### src/rtl/hrpat_pkg.sv
package hrpat_pkg;

  localparam int MAXN  = 23;
  localparam int LANES = 2;

  typedef enum logic {
    MODE_PRBS = 1'b0,
    MODE_WORD = 1'b1
  } mode_e;

  // top stage (stage n) of the register for a given order code
  function automatic logic [MAXN-1:0] ord_msb(input logic [2:0] sel);
    logic [MAXN-1:0] one;
    one = {{(MAXN-1){1'b0}}, 1'b1};
    case (sel)
      3'd1:    ord_msb = one << 14;
      3'd2:    ord_msb = one << 16;
      3'd3:    ord_msb = one << 19;
      3'd4:    ord_msb = one << 22;
      default: ord_msb = one << 6;
    endcase
  endfunction

  // inner feedback stage (stage k) for a given order code
  function automatic logic [MAXN-1:0] ord_tap(input logic [2:0] sel);
    logic [MAXN-1:0] one;
    one = {{(MAXN-1){1'b0}}, 1'b1};
    case (sel)
      3'd1:    ord_tap = one << 13;
      3'd2:    ord_tap = one << 13;
      3'd3:    ord_tap = one << 2;
      3'd4:    ord_tap = one << 17;
      default: ord_tap = one << 5;
    endcase
  endfunction

endpackage

### src/rtl/hrpat_rst_sync.sv
module hrpat_rst_sync #(
  parameter int STAGES = 2
) (
  input  logic clk,
  input  logic rst_n,
  output logic rst_s
);
  logic [STAGES-1:0] chain_q;

  always_ff @(posedge clk or negedge rst_n) begin
    if (!rst_n) chain_q <= '0;
    else        chain_q <= {chain_q[STAGES-2:0], 1'b1};
  end

  assign rst_s = chain_q[STAGES-1];
endmodule

### src/rtl/hrpat_prbs.sv
module hrpat_prbs
  import hrpat_pkg::*;
(
  input  logic             clk,
  input  logic             rst_n,
  input  logic             en,
  input  logic [2:0]       ord_sel,
  output logic [LANES-1:0] dat,
  output logic [LANES-1:0] syn,
  output logic [MAXN-1:0]  st_o
);
  logic [MAXN-1:0] st_q, st_d;
  logic [MAXN-1:0] msb, tap, msk, cur;
  logic [2:0]      ord_q;
  logic            armed_q;
  logic            restart;

  always_comb begin
    msb     = ord_msb(ord_sel);
    tap     = ord_tap(ord_sel);
    msk     = (msb << 1) - {{(MAXN-1){1'b0}}, 1'b1};
    restart = !armed_q || (ord_sel != ord_q);
    cur     = restart ? msb : st_q;
    dat     = '0;
    syn     = '0;
    for (int i = 0; i < LANES; i++) begin
      dat[LANES-1-i] = |(cur & msb);
      syn[LANES-1-i] = (cur == msb);
      cur = {cur[MAXN-2:0], ^(cur & (msb | tap))} & msk;
    end
    st_d = cur;
  end

  always_ff @(posedge clk or negedge rst_n) begin
    if (!rst_n) begin
      st_q    <= {{(MAXN-1){1'b0}}, 1'b1};
      ord_q   <= '0;
      armed_q <= 1'b0;
    end else if (en) begin
      st_q    <= st_d;
      ord_q   <= ord_sel;
      armed_q <= 1'b1;
    end
  end

  assign st_o = st_q;
endmodule

### src/rtl/hrpat_word.sv
module hrpat_word
  import hrpat_pkg::*;
#(
  parameter int WORDW = 16
) (
  input  logic             clk,
  input  logic             rst_n,
  input  logic             en,
  input  logic             ld,
  input  logic [WORDW-1:0] word_i,
  output logic [LANES-1:0] dat,
  output logic [LANES-1:0] syn
);
  localparam int FRAMES = WORDW / LANES;
  localparam int PTRW   = $clog2(FRAMES);

  logic [WORDW-1:0] word_q, word_d, ew, sh;
  logic [PTRW-1:0]  ptr_q, ptr_d, ep;

  always_comb begin
    ew  = ld ? word_i : word_q;
    ep  = ld ? '0 : ptr_q;
    sh  = ew << (int'(ep) * LANES);
    dat = sh[WORDW-1 -: LANES];
    syn = (ep == '0) ? {1'b1, {(LANES-1){1'b0}}} : '0;
    word_d = ew;
    if (en) ptr_d = (ep == PTRW'(FRAMES-1)) ? '0 : ep + 1'b1;
    else    ptr_d = ep;
  end

  always_ff @(posedge clk or negedge rst_n) begin
    if (!rst_n) begin
      word_q <= '0;
      ptr_q  <= '0;
    end else begin
      if (ld)       word_q <= word_d;
      if (ld || en) ptr_q  <= ptr_d;
    end
  end
endmodule

### src/rtl/hrpat_outsel.sv
module hrpat_outsel
  import hrpat_pkg::*;
(
  input  logic             clk,
  input  logic             rst_n,
  input  logic             word_sel,
  input  logic             err,
  input  logic [LANES-1:0] p_dat,
  input  logic [LANES-1:0] p_syn,
  input  logic [LANES-1:0] w_dat,
  input  logic [LANES-1:0] w_syn,
  output logic             rail_a,
  output logic             rail_b,
  output logic [LANES-1:0] ser,
  output logic [LANES-1:0] sync
);
  logic [LANES-1:0] dat_d, syn_d, ser_d;

  always_comb begin
    dat_d = word_sel ? w_dat : p_dat;
    syn_d = word_sel ? w_syn : p_syn;
    ser_d = dat_d;
    ser_d[LANES-1] = dat_d[LANES-1] ^ err;
  end

  always_ff @(posedge clk or negedge rst_n) begin
    if (!rst_n) begin
      rail_a <= 1'b0;
      rail_b <= 1'b0;
      ser    <= '0;
      sync   <= '0;
    end else begin
      rail_a <= dat_d[LANES-1];
      rail_b <= dat_d[0];
      ser    <= ser_d;
      sync   <= syn_d;
    end
  end
endmodule

### src/rtl/hrpat_gen.sv
module hrpat_gen
  import hrpat_pkg::*;
#(
  parameter int WORDW = 16
) (
  input  logic             clk,
  input  logic             rst_n,
  input  logic             mode_i,
  input  logic [2:0]       ord_sel_i,
  input  logic [WORDW-1:0] word_i,
  input  logic             word_ld_i,
  input  logic             err_inj_i,
  output logic             rail_a_o,
  output logic             rail_b_o,
  output logic [1:0]       ser_o,
  output logic [1:0]       sync_o
);
  logic             rst_s;
  logic             word_sel;
  logic [LANES-1:0] p_dat, p_syn, w_dat, w_syn;
  logic [MAXN-1:0]  prbs_st;

  assign word_sel = (mode_i == MODE_WORD);

  hrpat_rst_sync #(.STAGES(2)) u_rst (
    .clk(clk), .rst_n(rst_n), .rst_s(rst_s)
  );

  hrpat_prbs u_prbs (
    .clk(clk), .rst_n(rst_s), .en(!word_sel), .ord_sel(ord_sel_i),
    .dat(p_dat), .syn(p_syn), .st_o(prbs_st)
  );

  hrpat_word #(.WORDW(WORDW)) u_word (
    .clk(clk), .rst_n(rst_s), .en(word_sel), .ld(word_ld_i),
    .word_i(word_i), .dat(w_dat), .syn(w_syn)
  );

  hrpat_outsel u_out (
    .clk(clk), .rst_n(rst_s), .word_sel(word_sel), .err(err_inj_i),
    .p_dat(p_dat), .p_syn(p_syn), .w_dat(w_dat), .w_syn(w_syn),
    .rail_a(rail_a_o), .rail_b(rail_b_o), .ser(ser_o), .sync(sync_o)
  );
endmodule

### config.mk
export PLATFORM = sky130hd
export DESIGN_NAME = hrpat_gen
export DESIGN_NICKNAME = d
export VERILOG_FILES = /design/src/rtl/hrpat_pkg.sv /design/src/rtl/hrpat_rst_sync.sv /design/src/rtl/hrpat_prbs.sv /design/src/rtl/hrpat_word.sv /design/src/rtl/hrpat_outsel.sv /design/src/rtl/hrpat_gen.sv
export SDC_FILE = /design/constraint.sdc
export NUM_CORES = 1
export LEC_CHECK = 0
export ABC_AREA = 1
export BUFFER_PORTS_ARGS = -buffer_cell sky130_fd_sc_hd__clkbuf_2
export CAP_MARGIN = 20
export CORE_ASPECT_RATIO = 0.8
export CORE_MARGIN = 2
export CORE_UTILIZATION = 59
export DETAILED_ROUTE_END_ITERATION = 8
export PLACE_DENSITY_LB_ADDON = 0.15
export SLEW_MARGIN = 25
export SYNTH_ARGS = -nofsm -noshare
export SYNTH_HDL_FRONTEND = slang
export SYNTH_SLANG_ARGS = --single-unit
### constraint.sdc
create_clock -name clk -period 1.8 [get_ports clk]
set_input_delay 0.45 -clock clk [delete_from_list [all_inputs] [get_ports clk]]
set_output_delay 0.45 -clock clk [all_outputs]
set_load 0.01 [all_outputs]
# After elaboration in Yosys (flattened, before gate mapping)
# Cells that the tools add are included.
[totals]
ff_bits = 54
in_bits = 24
out_inout_bits = 6
word_cells = 48
[op_classes]
addsub = 2
n_eq_ne = 8
shift = 1
n_mux = 10
bitwise = 8
reduce_logical = 9
[op_table]
columns = ["op", "n"]
rows = [
  ["AND 23 bit", 6],
  ["case mux 23 bit (4 select lines)", 1],
  ["case mux 18 bit (3 select lines)", 1],
  ["equality test 23 bit", 2],
  ["OR reduction 23 bit", 2],
  ["parity 23 bit", 2],
  ["2-to-1 mux 23 bit", 1],
  ["OR 23 x 18 -> 23 bit", 1],
  ["subtractor 23 x 1 -> 23 bit (second input constant)", 1],
  ["2-to-1 mux 16 bit", 1],
  ["left shift 16 x 4 -> 16 bit", 1],
  ["2-to-1 mux 3 bit", 3],
  ["equality test 3 x 2 -> 1 bit (second input constant)", 2],
  ["equality test 3 bit (second input constant)", 2],
  ["2-to-1 mux 2 bit", 3],
  ["adder 3 x 1 -> 3 bit (second input constant)", 1],
  ["equality test 3 x 1 -> 1 bit (second input constant)", 1],
  ["zero test 3 bit", 1],
  ["inequality test 3 bit", 1],
  ["logical OR 1 bit", 2],
  ["OR reduction 2 bit", 1],
  ["zero test 1 bit", 1],
  ["bitwise XOR 1 bit", 1],
]

# Logic depth before layout (Yosys ltp)
# Gate-level depths: netlist (run 1).
[depth]
depth_word = 11
mapped_depth = 24
ltp_nobuf = 23

# Cells and area by module
# A second synthesis (run 1) with hierarchy kept.
[hier_totals]
cells_unflattened = 452
area_unflattened_um2 = 3296.9
[by_module_without_submodules]
columns = ["mod", "n_inst", "cells_per_inst", "area_per_inst_um2"]
rows = [
  ["hrpat_prbs", 1, 297, 2037.0],
  ["hrpat_word", 1, 124, 985.9],
  ["hrpat_outsel", 1, 27, 216.5],
  ["hrpat_rst_sync", 1, 3, 53.8],
  ["hrpat_gen", 1, 1, 3.8],
]

# Worst setup path after synthesis (run 1)
# No wires, ideal clock.
[synth_timing]
path_kind = "in2reg"
start = "in ord_sel_i[0]"
end = "reg u_prbs.st_q[1] (netlist: u_prbs.st_o[1])"
setup_ns = 0.116
arrival_time_ns = 2.125
slack_ns = -0.442
cell_stages = 21
path_buffers = 1
cell_sequence = "inv_2 -> nand2_2 -> nand2_1 -> nor2_4 -> nand2_2 -> buf_6 -> nand2_1 -> nand2_1 -> inv_1 -> ha_1 -> or2_2 -> nand2_1 -> nand2_1 -> nand2_1 -> nand3_1 -> nand2_1 -> inv_1 -> nand3_1 -> nand2_1 -> nand2_1 -> nand2_1"
[synth_between]
elab_chain_cells = 8
elab_cells_between_ends = 15
[synth_lines]
columns = ["item", "line_no", "rtl"]
rows = [
  ["from (decl)", "hrpat_gen.sv:9", "input logic [2:0] ord_sel_i,"],
  ["equality test 3 x 1 -> 1 bit / equality test 3 x 2 -> 1 bit (equally long branches)", "hrpat_pkg.sv:15, hrpat_pkg.sv:28", ""],
  ["OR reduction 2 bit (no line)", "-", ""],
  ["case mux 18 bit (3 select lines)", "hrpat_pkg.sv:28", "case (sel)"],
  ["OR 23 x 18 -> 23 bit", "hrpat_prbs.sv:29", "cur = {cur[MAXN-2:0], ^(cur & (msb | tap))} & msk;"],
  ["AND 23 bit (*)", "hrpat_prbs.sv:29", ""],
  ["parity 23 bit (*)", "hrpat_prbs.sv:29", ""],
  ["AND 23 bit (*) (2 in a row)", "hrpat_prbs.sv:29", ""],
  ["to (signal assigned)", "hrpat_prbs.sv:36", "st_q <= {{(MAXN-1){1'b0}}, 1'b1};"],
  ["to (signal assigned)", "hrpat_prbs.sv:40", "st_q <= st_d;"],
  ["to (decl)", "hrpat_prbs.sv:12", "logic [MAXN-1:0] st_q, st_d;"],
]
# Mark *: on every way between the ends. The rest lies on a longest branch, timed or not.
# A chain may end at the register's enable or synchronous reset.

# Worst setup path after layout (run 1)
[layout_timing]
start = "reg u_prbs.ord_q[0]"
end = "reg u_prbs.st_q[1] (netlist: u_prbs.st_o[1])"
[layout_between]
elab_chain_cells = 7
[layout_lines]
columns = ["item", "line_no", "rtl"]
rows = [
  ["from (decl)", "hrpat_prbs.sv:14", "logic [2:0] ord_q;"],
  ["from (signal assigned)", "hrpat_prbs.sv:41", "ord_q <= ord_sel;"],
  ["inequality test 3 bit", "hrpat_prbs.sv:22", "restart = !armed_q || (ord_sel != ord_q);"],
  ["logical OR 1 bit", "hrpat_prbs.sv:22", ""],
  ["2-to-1 mux 23 bit", "hrpat_prbs.sv:23", "cur = restart ? msb : st_q;"],
  ["AND 23 bit", "hrpat_prbs.sv:29", ""],
  ["parity 23 bit", "hrpat_prbs.sv:29", ""],
  ["AND 23 bit (2 in a row)", "hrpat_prbs.sv:29", ""],
]
# No other way between the ends.

==> flow_summary.yaml, run 1 <==
run_status:
  run_status: "finished with violations"
  failed_checks: "negative setup slack"
grt:
  grt_pass1_vias: 3104
  overflow: 0
  track_usage_pct: 31.2
  antenna_found_initial: 0
  grt_pass1_wl_mm: 14.7
  grt_max_degree: 32
detailed_routing:
  wirelength_mm: 8.92
  routedWlPerCell_microns: 15.3
  drt-initial-drc-count: 315
  antenna_left: 0
  firstDrtPassIters: 5
  via_per_inst: 5.47
  drc: 0
  num_vias: 3197
final_layout:
  final_area_sq_um: 4220
  final_nets: 559
  multi_input_area_sq_um: 1740
  syn2layout_area_growth_pct: 34.9
  seq_area_sq_um: 1330
  n_fill_cell: 328
  drive_gt1_share_pct: 33.3
  num_antenna_cells: 0
setup_path:
  crit_family: "simple AND/OR/NAND/NOR gates"
  worst_ep_arrival_time_ps: 2600
  end_kind: "flop"
  rr_startpoint: "u_prbs.ord_q[0]"
  worstRegToRegCells: 19
  cp_slowest_cell: "dfrtp_1"
  path_class: "reg2reg"
  path_cells: "inv_2 -> a21oi_4 -> nand2_2 -> nor2_4 -> buf_6 -> nand2_1 -> o21ai_0 -> ha_1 -> inv_1 -> nand3_1 -> nand2_1 -> inv_1 -> nand2_1 -> nand2_2 -> inv_1 -> nand3_1 -> nand2_1 -> nand2_1 -> nand2_1"
  r2r_setup_slack_ps: -580
  critical_path_required_ps: 2020
  crit_path_max_fanout: 18
  path_buf_inv: 5
  critPathMostFrequentCell: "nand2_1"
  r2r-end: "u_prbs.st_o[1]"
  start_kind: "flop"
  crit_cells: 19
  max_stage_delay_ps: 430
min_path:
  hold_path.class: "reg2async"
synth:
  ys.flop_type: "dfrtp_1"
  ys_top_cells_by_area: "dfrtp_1, nand2_1, inv_1, ha_1, o21ai_0"
  synth_area_per_cell_sq_um: 7.37
  synth_cell_types: 36
  yosys_warnings: 0
  yosysTopAreaCell: "dfrtp_1"
  yosysSeqAreaShare_pct: 42.4
  syn_nets: 463
  synth_edf_count: 0
  netlist_instances: 425
  synth_top_area_share_pct: 41.6
  ys_ff_latch: 53
  synth_area_sq_um: 3130
  synth_common_cells: "nand2_1, dfrtp_1, inv_1"
  yosysMostFrequentCell: "nand2_1"
  synth-async-reset-ratio_pct: 100
timing:
  period_needed_ps: 2380
  hold_slack_ps: 242
  finClkSkew_ps: 8.77
  fin_crit_sh_pct: 132
  hold_viol_final: 0
  max_freq_ghz: 0.421
  worst_pin_slew_ps: 542
  slew_headroom_pct: 63.5
  setup_slack_ps: -576
  slew_violations: 0
  finalSetupViolCount: 8
  rsz0062_at_grt: "true"
power:
  power_density_nw_per_um2: 671
  peakVddDrop_v: 0.000520
  p_leak_uw: 0.00223
  finalPower_uw: 2840
clocking:
  clock_latency_ps: 310
  cts_max_level: 2
  cts_tree: "yes"
  clk_pin_slew_ps: 110
  cts_root_buf: "clkbuf_8"
  cts_buffers: 5
  cts_sinks: 53
  cts.path.max_buffers: 2
placed_design:
  numPortBuffers: 29
  placed_area_sq_um: 3880
  routabilityCongestion: 0.959
  hpwlAfterDp_mm: 6.55
  place_ws_ps: -828
floorplanning:
  num_rows: 23
  dieArea_sq_um: 5910
  fp.dieH_microns: 69.2
  start_util_pct: 61.8
  die_w_microns: 85.4
  io_pins: 30
  coreArea_sq_um: 5060
job:
  maxCapViolations: 0
==> metrics by stage <==
stage / TNS, ps / utilization, % / instances
3_5_place_dp: -5890 / 76.5 / 568
3_3_place_gp: -5200 / 76.5 / 568
5_1_grt: -4450 / 83.4 / 584
6_report: -3190 / 83.4 / 584
2_1_floorplan: -1230 / - / 425
4_1_cts: -2650 / 81.5 / 583
==> state kept, by name (all words and copies together), names as in the netlist <==
register	count
u_rst.chain_q	2
u_out.ser	2
u_out.rail_a	1
u_word.word_q	16
u_out.sync	2
u_prbs.st_o	23
u_word.ptr_q	3
u_prbs.armed_q	1
u_prbs.ord_q	3
==> cell families after synthesis <==
family                   share of synthesized area (%)
XOR/XNOR                                         0.839
other                                            0.120
AND/OR/NAND/NOR                                   32.3
adder cells (fa/ha/maj)                           5.60
buffers and inverters                             8.59
AO/OA/AOI/OAI                                     9.47
flip-flops                                        42.4
multiplexers                                     0.640
==> how the worst max path moves through the flow <==
stage / startpoint / endpoint / slack (ps)
final: u_prbs.ord_q[0] / u_prbs.st_o[1] / -580
after global routing: u_prbs.ord_q[0] / u_prbs.st_o[1] / -770
after CTS: u_prbs.ord_q[0] / u_out.sync[0] / -480
after detailed placement: ord_sel_i[0] / u_out.sync[0] / -830
after global placement: ord_sel_i[0] / u_out.sync[0] / -730
after floorplan: ord_sel_i[0] / u_prbs.st_o[0] / -340
==> what timing repair did <==
item | in CTS | in global routing
hold buffers | 1 | 0
buffers inserted | 6 | 1
setup endpoints to repair | 8 | 16
endpoints found under the hold margin | 2 | 0
pin swaps | 11 | 16
gates resized for setup | 20 | 28
==> power breakdown <==
group          leakage (uW)  internal, uW  switching, uW  total [uW]
clock             0.0000633           463            425         888
sequential         0.000677          1260           47.7        1310
combinational       0.00149           268            368         635
==> cell usage in the layout (no fill, tap or decap), types with 2 or more instances in the layout <==
cell / instances
nand2_1: 135
buf_4: 67
dfrtp_1: 51
inv_1: 43
nand3_1: 31
o21ai_0: 30
clkbuf_2: 28
nand2_2: 17
nor2_1: 15
ha_1: 7
nor2_2: 6
inv_2: 6
o22ai_1: 6
nand4_1: 6
ha_2: 6
clkbuf_8: 6
o21ai_1: 4
nand2_4: 4
nand3_2: 4
buf_6: 4
nor2_4: 3
a21oi_1: 3
nor3_2: 3
inv_12: 2
a21oi_4: 2
o21ai_2: 2
nor3_1: 2
nor4_4: 2
mux2i_1: 2
o31ai_1: 2
xor2_1: 2
==> cell type report <==
class                           instances  area share [%]
Multi-Input combinational cell        307            41.3
Sequential cell                        53            31.5
Timing Repair Buffer                  102            17.2
Inverter                               52            5.33
Clock buffer                            6            1.95
Tap cell                               62            1.84
Clock inverter                          2           0.977
==> metal layers <==
metal	wire length (microns)	global-route usage (%)	vias up	share of wire (%)
li1	-	-	1554	-
met1	4030	47.3	1453	45
met2	3880	44.9	166	43
met3	831	7.19	24	9.3
met4	178	8.47	0	2.0
met5	0	0	-	0
==> worst register-to-register path, delay by kind of cell, from the launching register on <==
| kind | cells | cell delay (ps) |
|---|---|---|
| AO/OA/AOI/OAI | 2 | 260 |
| adder cells (fa/ha/maj) | 1 | 210 |
| buffers and inverters | 5 | 460 |
| flip-flops | 1 | 430 |
| AND/OR/NAND/NOR | 11 | 950 |
Power figures use the tool's default switching activity.
==> run 2, diff against run 1 <==
--- a/config.mk
+++ b/config.mk
@@ -12,7 +12,9 @@
 export CORE_MARGIN = 2
 export CORE_UTILIZATION = 59
 export DETAILED_ROUTE_END_ITERATION = 8
+export GPL_TIMING_DRIVEN = 0
 export PLACE_DENSITY_LB_ADDON = 0.15
+export SETUP_SLACK_MARGIN = 0.02
 export SLEW_MARGIN = 25
 export SYNTH_ARGS = -nofsm -noshare
 export SYNTH_HDL_FRONTEND = slang
==> run 2 against run 1 <==
  * The run still ends with negative setup slack left
  * Worst setup slack worse by 150 ps
  * Critical endpoint is now u_out.sync[0]
  * Non-clock buffer count is 37 lower
  * Worst hold slack better by 88 ps
  * Final cell count is 6.3% lower
  * Clock skew is 0.77 ps lower
==> flow_summary.yaml, run 2 (synthesis gave the netlist of run 1 again) <==
clocking:
  cts_buffers: 5
  cts_root_buf: "clkbuf_8"
  cts_max_level: 2
  cts_sinks: 53
  clk_pin_slew_ps: 100
  cts_tree: "yes"
  cts.path.max_buffers: 2
  clock_latency_ps: 310
placed_design:
  numPortBuffers: 28
  hpwlAfterDp_mm: 5.84
  place_ws_ps: -1080
  place_inst: 515
  routabilityCongestion: 0.937
detailed_routing:
  num_vias: 3240
  drc: 0
  wl_met2_mm: 4.17
  wirelength_mm: 9.32
  routedWlPerCell_microns: 17.0
  firstDrtPassIters: 5
  route.met3.wl_microns: 830
  top_layer: "met4"
  wl_met1_mm: 4.01
  drt-initial-drc-count: 564
  via_per_inst: 5.92
  antenna_left: 0
timing:
  finalSetupViolCount: 7
  worst_pin_slew_ps: 663
  slew_violations: 0
  max_freq_ghz: 0.396
  setup_slack_ps: -728
  finClkSkew_ps: 8.00
  period_needed_ps: 2530
  final.setup.tns_ps: -3220
  fin_crit_sh_pct: 140
  hold_viol_final: 0
  slew_headroom_pct: 55.8
  hold_slack_ps: 331
  rsz0062_at_grt: "true"
floorplanning:
  dieArea_sq_um: 5910
  fp.dieH_microns: 69.2
  coreArea_sq_um: 5060
  io_pins: 30
  die_w_microns: 85.4
  num_rows: 23
  start_util_pct: 61.8
setup_path:
  path_class: "reg2reg"
  path_cells: "inv_2 -> a21oi_4 -> nand2_2 -> nor2_4 -> buf_6 -> nand2_2 -> nor2_4 -> ha_4 -> nor4_4 -> nand3_1 -> nor2_1 -> nand2_1 -> nor2_2 -> nand3_2 -> nor2_1"
  max_stage_delay_ps: 420
  end_kind: "flop"
  start_kind: "flop"
  worst_ep_arrival_time_ps: 2770
  cp_slowest_cell: "dfrtp_2"
  crit_path_max_fanout: 6
  crit_family: "simple AND/OR/NAND/NOR gates"
  cp-startpoint: "u_prbs.ord_q[0]"
  path_buf_inv: 2
  critical_path_required_ps: 2040
  rr_startpoint: "u_prbs.ord_q[0]"
final_layout:
  num_antenna_cells: 0
  drive_gt1_share_pct: 29.7
  seq_area_sq_um: 1330
  final_common_cell: "nand2_1"
  largest_reg_flops: 23
  final_nets: 522
  multi_input_area_sq_um: 1880
  fin_cells: 547
  syn2layout_area_growth_pct: 28.4
  final_cell_mix: "nand2_1, dfrtp_1, inv_1"
  final_util_pct: 79.4
  n_fill_cell: 337
min_path:
  hold_start: "word_i[1]"
  hold_path.class: "in2reg"
grt:
  antenna_found_initial: 0
  grt_pass1_wl_mm: 13.8
  grt_max_degree: 52
  overflow: 0
  grt_pass1_vias: 2947
  track_usage_pct: 29.3
power:
  switchingPower_uw: 842
  p_sw_share_pct: 31.6
  p_leak_uw: 0.00202
  p_seq_share_pct: 49.9
  p_clk_share_pct: 26.6
  peakVddDrop_v: 0.000579
  power_density_nw_per_um2: 663
  p_int_uw: 1820
  pwr-share-comb_pct: 23.4
job:
  maxCapViolations: 0
run_status:
  run_status: "finished with violations"
  failed_checks: "negative setup slack"
-- run 2: power groups by stage --
stage / Sequential [uW] / Clock, uW / Combinational, uW
after floorplan: 1340 / 0 / 318
after detailed placement: 1350 / 0 / 464
after global placement: 1350 / 0 / 451
after CTS: 1330 / 710 / 522
after global routing: 1340 / 752 / 676
final: 1330 / 710 / 625
-- run 2: layer usage --
layer,GRT usage [%],vias up
li1,-,1486
met1,43.3,1486
met3,5.87,41
met5,0,-
met2,43.0,227
met4,10.2,0
-- run 2: path summary, 6_finish.rpt --
check	end	slack (ps)	cells past startpoint
setup / recovery	u_out.sync[0]	-730	15
hold / removal	u_word.word_q[1]	330	3
setup reg to reg	u_out.sync[0]	-730	15
hold reg to reg	u_rst.chain_q[1]	360	0
max in group asynchronous	u_prbs.ord_q[0]	950	0
min in group asynchronous	u_word.word_q[0]	380	0
-- run 2: through the flow --
| stage | power, uW | cell area [sq um] |
|---|---|---|
| 3_5_place_dp | 1820 | 3450 |
| 6_report | 2670 | 4020 |
| 2_1_floorplan | 1660 | 3230 |
| 3_3_place_gp | 1800 | 3450 |
| 4_1_cts | 2560 | 3740 |
| 5_1_grt | 2770 | 4020 |
-- run 2: worst min-delay path, cell delays in order --
cell,delay [ps]
clkbuf_2,70
nand2_1,40
nand2_1,50
-- run 2: cell type report --
| cell class | count | area share [%] |
|---|---|---|
| flip-flops and latches | 53 | 33.1 |
| clock buffers | 7 | 2.15 |
| plain buffers | 13 | 2.02 |
| repair buffers | 52 | 8.12 |
| well taps | 62 | 1.93 |
| inverters | 52 | 5.70 |
| clock inverters | 1 | 0.187 |
| multi-input cells | 307 | 46.7 |
-- run 2: what timing repair did --
action / CTS / global route
cloned: 0 / 0
setup buffers: 10 / 13
endpoints found under the setup margin: 8 / 7
gates resized for setup: 25 / 46
pin swaps: 16 / 35
hold endpoints to repair: 2 / 0
hold buffers: 1 / 0
